--- src/rtl/smbt_pkg.sv ---
package smbt_pkg;
  typedef enum logic [3:0] {
    ST_IDLE,   // waiting for START
    ST_ADDR,   // collecting address and direction
    ST_AWAIT,  // address interrupt pending
    ST_AACK,   // driving address ACK on ninth clock
    ST_TX,     // shifting a byte out
    ST_TACK,   // master acknowledge clock
    ST_TWAIT,  // data interrupt pending
    ST_TEND,   // transmit after master NACK, wait STOP
    ST_RX,     // passive receive fallback
    ST_INHIB   // addressing inhibited until START
  } smbt_state_e;

  // Address match and read direction for a received address byte.
  function automatic logic addr_read_hit(input logic [7:0] rx, input logic [6:0] own);
    return (rx[7:1] == own) && rx[0];
  endfunction
endpackage

--- src/rtl/smbt_bus_events.sv ---
module smbt_bus_events (
  input  logic clk,
  input  logic rst_n,
  input  logic scl_i,
  input  logic sda_i,
  output logic start_o,
  output logic stop_o,
  output logic scl_rise_o,
  output logic scl_fall_o
);
  logic scl_q, sda_q;

  always_ff @(posedge clk or negedge rst_n) begin
    if (!rst_n) begin
      scl_q <= 1'b1;
      sda_q <= 1'b1;
    end else begin
      scl_q <= scl_i;
      sda_q <= sda_i;
    end
  end

  assign start_o    = scl_q & scl_i & sda_q & ~sda_i;
  assign stop_o     = scl_q & scl_i & ~sda_q & sda_i;
  assign scl_rise_o = ~scl_q & scl_i;
  assign scl_fall_o = scl_q & ~scl_i;

  p_start_stop_excl_r1: assert property (@(posedge clk) disable iff (!rst_n)
    !(start_o && stop_o));
  p_edge_excl_r1: assert property (@(posedge clk) disable iff (!rst_n)
    (start_o || stop_o) |-> !(scl_rise_o || scl_fall_o));
endmodule

--- src/rtl/smbt_addr_shift.sv ---
module smbt_addr_shift #(
  parameter int ADDR_W = 7
) (
  input  logic            clk,
  input  logic            rst_n,
  input  logic            clear_i,
  input  logic            rise_i,
  input  logic            sda_i,
  output logic [ADDR_W:0] byte_o,
  output logic            full_o
);
  localparam int NBITS = ADDR_W + 1;
  localparam int CW    = $clog2(NBITS + 1);

  logic [CW-1:0] cnt;

  assign full_o = (cnt == CW'(NBITS));

  always_ff @(posedge clk or negedge rst_n) begin
    if (!rst_n) begin
      cnt    <= '0;
      byte_o <= '0;
    end else if (clear_i) begin
      cnt    <= '0;
    end else if (rise_i && !full_o) begin
      byte_o <= {byte_o[ADDR_W-1:0], sda_i};
      cnt    <= cnt + 1'b1;
    end
  end

  p_addr_cnt_bound_r2: assert property (@(posedge clk) disable iff (!rst_n)
    cnt <= CW'(NBITS));
  p_clear_zero_r1: assert property (@(posedge clk) disable iff (!rst_n)
    clear_i |=> (cnt == '0));
endmodule

--- src/rtl/smbt_tx_shift.sv ---
module smbt_tx_shift #(
  parameter int DATA_W = 8
) (
  input  logic              clk,
  input  logic              rst_n,
  input  logic              load_i,
  input  logic [DATA_W-1:0] data_i,
  input  logic              shift_i,
  output logic              bit_o,
  output logic              last_o
);
  localparam int CW = $clog2(DATA_W);

  logic [DATA_W-1:0] sh;
  logic [CW-1:0]     cnt;

  assign bit_o  = sh[DATA_W-1];
  assign last_o = shift_i && (cnt == CW'(DATA_W - 1));

  always_ff @(posedge clk or negedge rst_n) begin
    if (!rst_n) begin
      sh  <= '1;
      cnt <= '0;
    end else if (load_i) begin
      sh  <= data_i;
      cnt <= '0;
    end else if (shift_i) begin
      sh  <= {sh[DATA_W-2:0], 1'b1};
      cnt <= cnt + 1'b1;
    end
  end

  p_load_msb_r6: assert property (@(posedge clk) disable iff (!rst_n)
    load_i |=> (bit_o == $past(data_i[DATA_W-1])));
endmodule

--- src/rtl/smbus_slave_tx.sv ---
module smbus_slave_tx #(
  parameter int ADDR_W = 7,
  parameter int DATA_W = 8
) (
  input  logic              clk,
  input  logic              rst_n,
  input  logic              scl_in,
  input  logic              sda_in,
  output logic              scl_pull,
  output logic              sda_pull,
  input  logic              ignore_addr,
  input  logic [ADDR_W-1:0] own_addr,
  input  logic              ack_sel,
  input  logic              data_wr,
  input  logic [DATA_W-1:0] data_in,
  input  logic              flag_clr,
  output logic              flag,
  output logic              ack_req,
  output logic              master_ack,
  output logic              tx_error,
  output logic              tx_active
);
  import smbt_pkg::*;

  smbt_state_e       st;
  logic              start_evt, stop_evt, scl_rise, scl_fall;
  logic [ADDR_W:0]   addr_byte;
  logic              addr_full, addr_hit;
  logic              tx_bit, tx_last, tx_load, tx_shift;
  logic              flag_d, loaded, nack_write;
  logic [DATA_W-1:0] data_q;

  smbt_bus_events u_events (
    .clk(clk), .rst_n(rst_n), .scl_i(scl_in), .sda_i(sda_in),
    .start_o(start_evt), .stop_o(stop_evt),
    .scl_rise_o(scl_rise), .scl_fall_o(scl_fall)
  );

  smbt_addr_shift #(.ADDR_W(ADDR_W)) u_addr (
    .clk(clk), .rst_n(rst_n), .clear_i(start_evt),
    .rise_i(scl_rise && st == ST_ADDR), .sda_i(sda_in),
    .byte_o(addr_byte), .full_o(addr_full)
  );

  smbt_tx_shift #(.DATA_W(DATA_W)) u_tx (
    .clk(clk), .rst_n(rst_n), .load_i(tx_load), .data_i(data_q),
    .shift_i(tx_shift), .bit_o(tx_bit), .last_o(tx_last)
  );

  assign addr_hit   = (addr_byte[ADDR_W:1] == own_addr) && addr_byte[0];
  assign tx_shift   = scl_fall && (st == ST_TX) && !start_evt && !stop_evt;
  assign tx_load    = !start_evt && !stop_evt && loaded &&
                      (((st == ST_AACK) && scl_fall) ||
                       ((st == ST_TWAIT) && flag_clr && master_ack));
  assign nack_write = data_wr && (st == ST_TWAIT) && flag && !master_ack;

  assign scl_pull  = flag | flag_d;
  assign sda_pull  = (st == ST_AACK) || ((st == ST_TX) && !tx_bit);
  assign tx_active = (st == ST_TX) || (st == ST_TACK) ||
                     (st == ST_TWAIT) || (st == ST_TEND);

  always_ff @(posedge clk or negedge rst_n) begin
    if (!rst_n) begin
      st         <= ST_IDLE;
      flag       <= 1'b0;
      flag_d     <= 1'b0;
      ack_req    <= 1'b0;
      master_ack <= 1'b0;
      tx_error   <= 1'b0;
      loaded     <= 1'b0;
      data_q     <= '0;
    end else begin
      flag_d <= flag;
      if (start_evt) begin
        st       <= ST_ADDR;
        flag     <= 1'b0;
        ack_req  <= 1'b0;
        tx_error <= 1'b0;
      end else if (stop_evt) begin
        st      <= ST_IDLE;
        flag    <= 1'b0;
        ack_req <= 1'b0;
      end else begin
        unique case (st)
          ST_ADDR: if (scl_fall && addr_full) begin
            if (!ignore_addr && addr_hit) begin
              flag    <= 1'b1;
              ack_req <= 1'b1;
              st      <= ST_AWAIT;
            end else begin
              st <= ST_IDLE;
            end
          end
          ST_AWAIT: if (flag_clr) begin
            flag    <= 1'b0;
            ack_req <= 1'b0;
            st      <= ack_sel ? ST_AACK : ST_INHIB;
          end
          ST_AACK: if (scl_fall) st <= tx_load ? ST_TX : ST_RX;
          ST_TX:   if (tx_last) st <= ST_TACK;
          ST_TACK: begin
            if (scl_rise) master_ack <= ~sda_in;
            if (scl_fall) begin
              flag <= 1'b1;
              st   <= ST_TWAIT;
            end
          end
          ST_TWAIT: if (flag_clr) begin
            flag <= 1'b0;
            if (!master_ack)  st <= ST_TEND;
            else if (tx_load) st <= ST_TX;
            else              st <= ST_RX;
          end
          default: ;
        endcase
      end
      if (tx_load || start_evt || stop_evt) loaded <= 1'b0;
      if (data_wr) begin
        if (nack_write) begin
          tx_error <= 1'b1;
        end else begin
          data_q <= data_in;
          loaded <= 1'b1;
        end
      end
    end
  end

  p_start_enters_addr_r1: assert property (@(posedge clk) disable iff (!rst_n)
    start_evt |=> (st == ST_ADDR));
  p_irq_source_r2: assert property (@(posedge clk) disable iff (!rst_n)
    $rose(flag) |-> ($past(st) == ST_ADDR || $past(st) == ST_TACK));
  p_inhibit_blocks_r3: assert property (@(posedge clk) disable iff (!rst_n)
    (st == ST_ADDR && ignore_addr) |=> !flag);
  p_release_r4: assert property (@(posedge clk) disable iff (!rst_n)
    (flag && flag_clr && !start_evt && !stop_evt) |=> scl_pull ##1 !scl_pull);
  p_inhib_quiet_r5: assert property (@(posedge clk) disable iff (!rst_n)
    (st == ST_INHIB && !start_evt) |=> (!flag && !sda_pull));
  p_sda_scl_low_r6: assert property (@(posedge clk) disable iff (!rst_n)
    (scl_in && $past(scl_in) && !$past(start_evt) && !$past(stop_evt)) |-> $stable(sda_pull));
  p_ack_clock_released_r7: assert property (@(posedge clk) disable iff (!rst_n)
    (st == ST_TACK) |-> !sda_pull);
  p_err_after_nack_r8: assert property (@(posedge clk) disable iff (!rst_n)
    $rose(tx_error) |-> !master_ack);
  p_rx_quiet_r9: assert property (@(posedge clk) disable iff (!rst_n)
    (st == ST_RX) |-> (!sda_pull && !tx_active));
  p_stop_leaves_tx_r10: assert property (@(posedge clk) disable iff (!rst_n)
    (stop_evt && !start_evt) |=> !tx_active);
endmodule

--- config.mk ---
export PLATFORM = sky130hd
export DESIGN_NAME = smbus_slave_tx
export DESIGN_NICKNAME = d
export VERILOG_FILES = /design/src/rtl/smbt_pkg.sv /design/src/rtl/smbt_bus_events.sv /design/src/rtl/smbt_addr_shift.sv /design/src/rtl/smbt_tx_shift.sv /design/src/rtl/smbus_slave_tx.sv
export SDC_FILE = /design/constraint.sdc
export NUM_CORES = 1
export LEC_CHECK = 0
export BUFFER_PORTS_ARGS = -buffer_cell sky130_fd_sc_hd__buf_2
export CAP_MARGIN = 40
export CORE_MARGIN = 4
export CORE_UTILIZATION = 50
export DETAILED_ROUTE_END_ITERATION = 12
export GPL_TIMING_DRIVEN = 0
export HOLD_SLACK_MARGIN = 0.12
export PLACE_DENSITY = 0.71
export SYNTH_ARGS = -nofsm -noshare
export SYNTH_HDL_FRONTEND = slang
export SYNTH_HIERARCHICAL = 1
export SYNTH_SLANG_ARGS = --single-unit
--- constraint.sdc ---
create_clock -name clk -period 3.25 [get_ports clk]
set_input_delay 0.325 -clock clk [delete_from_list [all_inputs] [get_ports clk]]
set_output_delay 0.325 -clock clk [all_outputs]
set_load 0.01 [all_outputs]
==> reports/qor.csv <==
stage,metric,value,unit
clock_network,cts_sinks,43,
timing,hold_violations,0,
hold_path,hp-start,scl_in,
place,post_dp_cell_area,2490,µm²
clock_network,cts_made_buffers,5,
synthesis,yosys_most_used_dff,dfrtp_1,
route,routed_via_density,5.64,
route,drc,0,
synthesis,syn_avg_cell_area,10.7,µm²
final_layout,postLayoutCoreUtil,59.7,%
hold_path,min_path_type,primary input to flip-flop,
final_layout,fin_nets,276,
power_and_ir_drop,internal-power,994,µW
synthesis,syn_area,2260,µm²
floorplanning,coreArea,4350,µm²
route,drtPass1Iterations,4,
synthesis,ys_ff_latch,43,
worst_setup_path,crit_fanout,10,
worst_setup_path,worstRegToRegCells,11,
timing,maxSlewHeadroom,71.9,%
floorplanning,die_h,75.2,µm
synthesis,synth_most_common_cell,dfrtp_1,
final_layout,fillerInstances,378,
hold_path,holdPathStages,1,
power_and_ir_drop,power.switching,398,µW
clock_network,cts_resized,0,
synthesis,syn_inst,211,
synthesis,ys_seq_area_share,48.3,%
timing,rsz0062_at_grt,no,
timing,fin_crit_sh,93.6,%
hold_path,holdPathEnd,u_events/scl_q,
final_layout,drive_gt1_share,32.0,%
final_layout,area_growth,15.3,%
power_and_ir_drop,pwr-share-comb,22.6,%
worst_setup_path,crit_path_end_kind,flip-flop,
worst_setup_path,slowest_delay,0.53,ns
timing,fmax,329,MHz
global_routing,grt_pass1_wl,6760,µm
timing,fin_skew,0.0102,ns
synthesis,ys_async_sr_fraction,100,%
floorplanning,die_w,75.2,µm
worst_setup_path,startpoint_type,flip-flop,
worst_setup_path,r2r_end,st[0],
synthesis,syn_nets,238,
route,wl_per_cell,13.8,µm
place,place.gp.congestion,0.827,
clock_network,clk_pin_slew,0.09,ns
synthesis,synth.distinct_cells,48,
synthesis,synth_top_area_share,36.6,%
clock_network,clk_root_buffer_cell,clkbuf_8,
synthesis,yosysTopAreaCell,dfrtp_1,
timing,finalSetupViolations,0,
synthesis,synth.area.top_cells,"dfrtp_1 37%, dfstp_2 12%, mux2_2 8.0%",
clock_network,clk_latency,0.29,ns
worst_setup_path,path_class,flip-flop to flip-flop,
timing,fin_crit,3.04,ns
timing,tns,0,ns
place,numPortBuffers,29,
place,dp_cells,293,
global_routing,grt_max_degree,37,
timing,holdWs,0.156,ns
global_routing,grt_pass1_vias,1555,
final_layout,fin_area,2600,µm²
synthesis,yosys_warnings,6,
power_and_ir_drop,powerDensity,536,nW/µm²
route,routed_wl,4170,µm
worst_setup_path,slowest_stage,dfstp_2,
clock_network,clockBufferDepth,2,
route,drtIter0Drc,119,
route,vias,1703,
final_layout,multi_input_area,1080,µm²
worst_setup_path,required,3.46,ns
floorplanning,rows,24,
final_layout,fin_cells,302,
outcome,status,"complete, no violations",
worst_setup_path,ff2ff_setup_slack,0.21,ns
power_and_ir_drop,power.leakage,1.17,nW
global_routing,antenna_found_initial,0,
timing,worstMarginPinSlew,0.421,ns
worst_setup_path,crit_chain,and4b_1 > nor2_1 > clkbuf_1 > and4_1 > buf_6 > and2_2 > nand3b_1 > a211o_1 > a21oi_1 > a41oi_1 > o31ai_1,
worst_setup_path,rr_startpoint,u_events/sda_q,
global_routing,grt-ovfl-total,0,
final_layout,antenna_cells,0,
floorplanning,ios,30,
job,cap_violations,0,
worst_setup_path,critPathArrivalTime,3.25,ns
power_and_ir_drop,pwr-share-clk,26.7,%
place,place_hpwl,3060,µm
clock_network,h-tree-depth,2,
synthesis,synth_edf_count,0,
floorplanning,start_util,51.8,%
final_layout,final-seq-area,1090,µm²
timing,slew_viol_final,0,
synthesis,synth_common_cells,"33 x dfrtp_1, 19 x nand2_1, 16 x mux2_2",
route,drtAntennaViolNets,0,
power_and_ir_drop,swShare,28.6,%
power_and_ir_drop,vdd_drop_max,0.367,mV
power_and_ir_drop,pwr-share-seq,50.7,%
global_routing,grt_usage,15.6,%
clock_network,cts_tree,yes,
floorplanning,die_area,5650,µm²
-- worst max-delay path by stage --
stage | start | to | slack, ns | depth (start not counted)
after detailed placement | sda_in | st[0] | 0.15 | 12
final | u_events/sda_q | st[0] | 0.21 | 11
after global routing | u_events/sda_q | st[0] | 0.07 | 11
after floorplan | u_events/sda_q | st[0] | 0.65 | 11
after CTS | u_events/sda_q | st[0] | 0.22 | 11
after global placement | sda_in | st[0] | 0.22 | 12
-- sequential cells by signal (all words and copies together) (netlist names) --
register and count:
ack_req 1, data_q 8, flag 1, flag_d 1
loaded 1, master_ack 1, st 4, tx_error 1
u_addr/byte_o 8, u_addr/cnt 4, u_events/scl_q 1, u_events/sda_q 1
u_tx/cnt 3, u_tx/sh 8
-- critical path: cells and delay by family, from the launching register on --
family	cells	cell delay, ns
and+or+nand+nor	5	0.98
AOI/OAI and AO/OA	4	0.90
buffers and inverters	2	0.55
DFF	1	0.53
-- layout by cell type, fill, tap and decap left out, drive strengths merged, types with 8 or more instances in the layout --
cell type,count
mux2i,11
mux2,16
inv,9
dfrtp,33
o21ai,14
buf,35
a21oi,8
nor2,13
nand2,19
dfstp,10
clkbuf,12
-- through the flow --
stage	power [mW]	worst slack (ns)
6_report	1.39	0.208
3_5_place_dp	1.03	0.150
4_1_cts	1.41	0.218
5_1_grt	1.47	0.0675
3_3_place_gp	1.02	0.221
2_1_floorplan	0.939	0.652
-- kinds of logic (layout without fill, tap and decap cells) --
kind of cell    after synthesis  after routing  synth area share (%)
flops                        43             43                  48.3
compound gates               37             37                  10.8
simple gates                 72             72                  18.6
xor+xnor                      9              9                  3.49
fa+ha+maj                     4              4                  2.22
buf+inv                      19             58                  3.77
mux                          27             27                  12.9
-- layer usage --
layer  vias to the layer above  global-route usage, %  wire [µm]
met4                         0                   5.44         68
met1                       825                   20.7       1970
li1                        828                      -          -
met2                        42                   25.0       1910
met5                         -                      0          0
met3                         8                   3.87        217
-- power groups by stage --
stage               registers [mW]  logic, mW  clock network [mW]
floorplan                    0.701      0.239                   0
global placement             0.716      0.307                   0
detailed placement           0.718      0.315                   0
CTS                          0.708      0.318               0.384
global route                 0.718      0.350               0.406
finish                       0.706      0.314               0.372
-- cell type report --
class                      count  area share, %
buffer                        10           1.97
sequential                    43           41.9
multi-input combinational    149           41.6
timing repair buffer          31           6.74
clock buffer                   7           3.71
clock inverter                 1          0.289
tap                           52           2.50
inverter                       9           1.30
-- repair_timing --
| action | CTS | global route |
|---|---|---|
| setup buffers | 0 | 0 |
| hold endpoints to repair | 7 | 0 |
| hold buffers | 1 | 0 |
(Power assumes the default switching activity.)
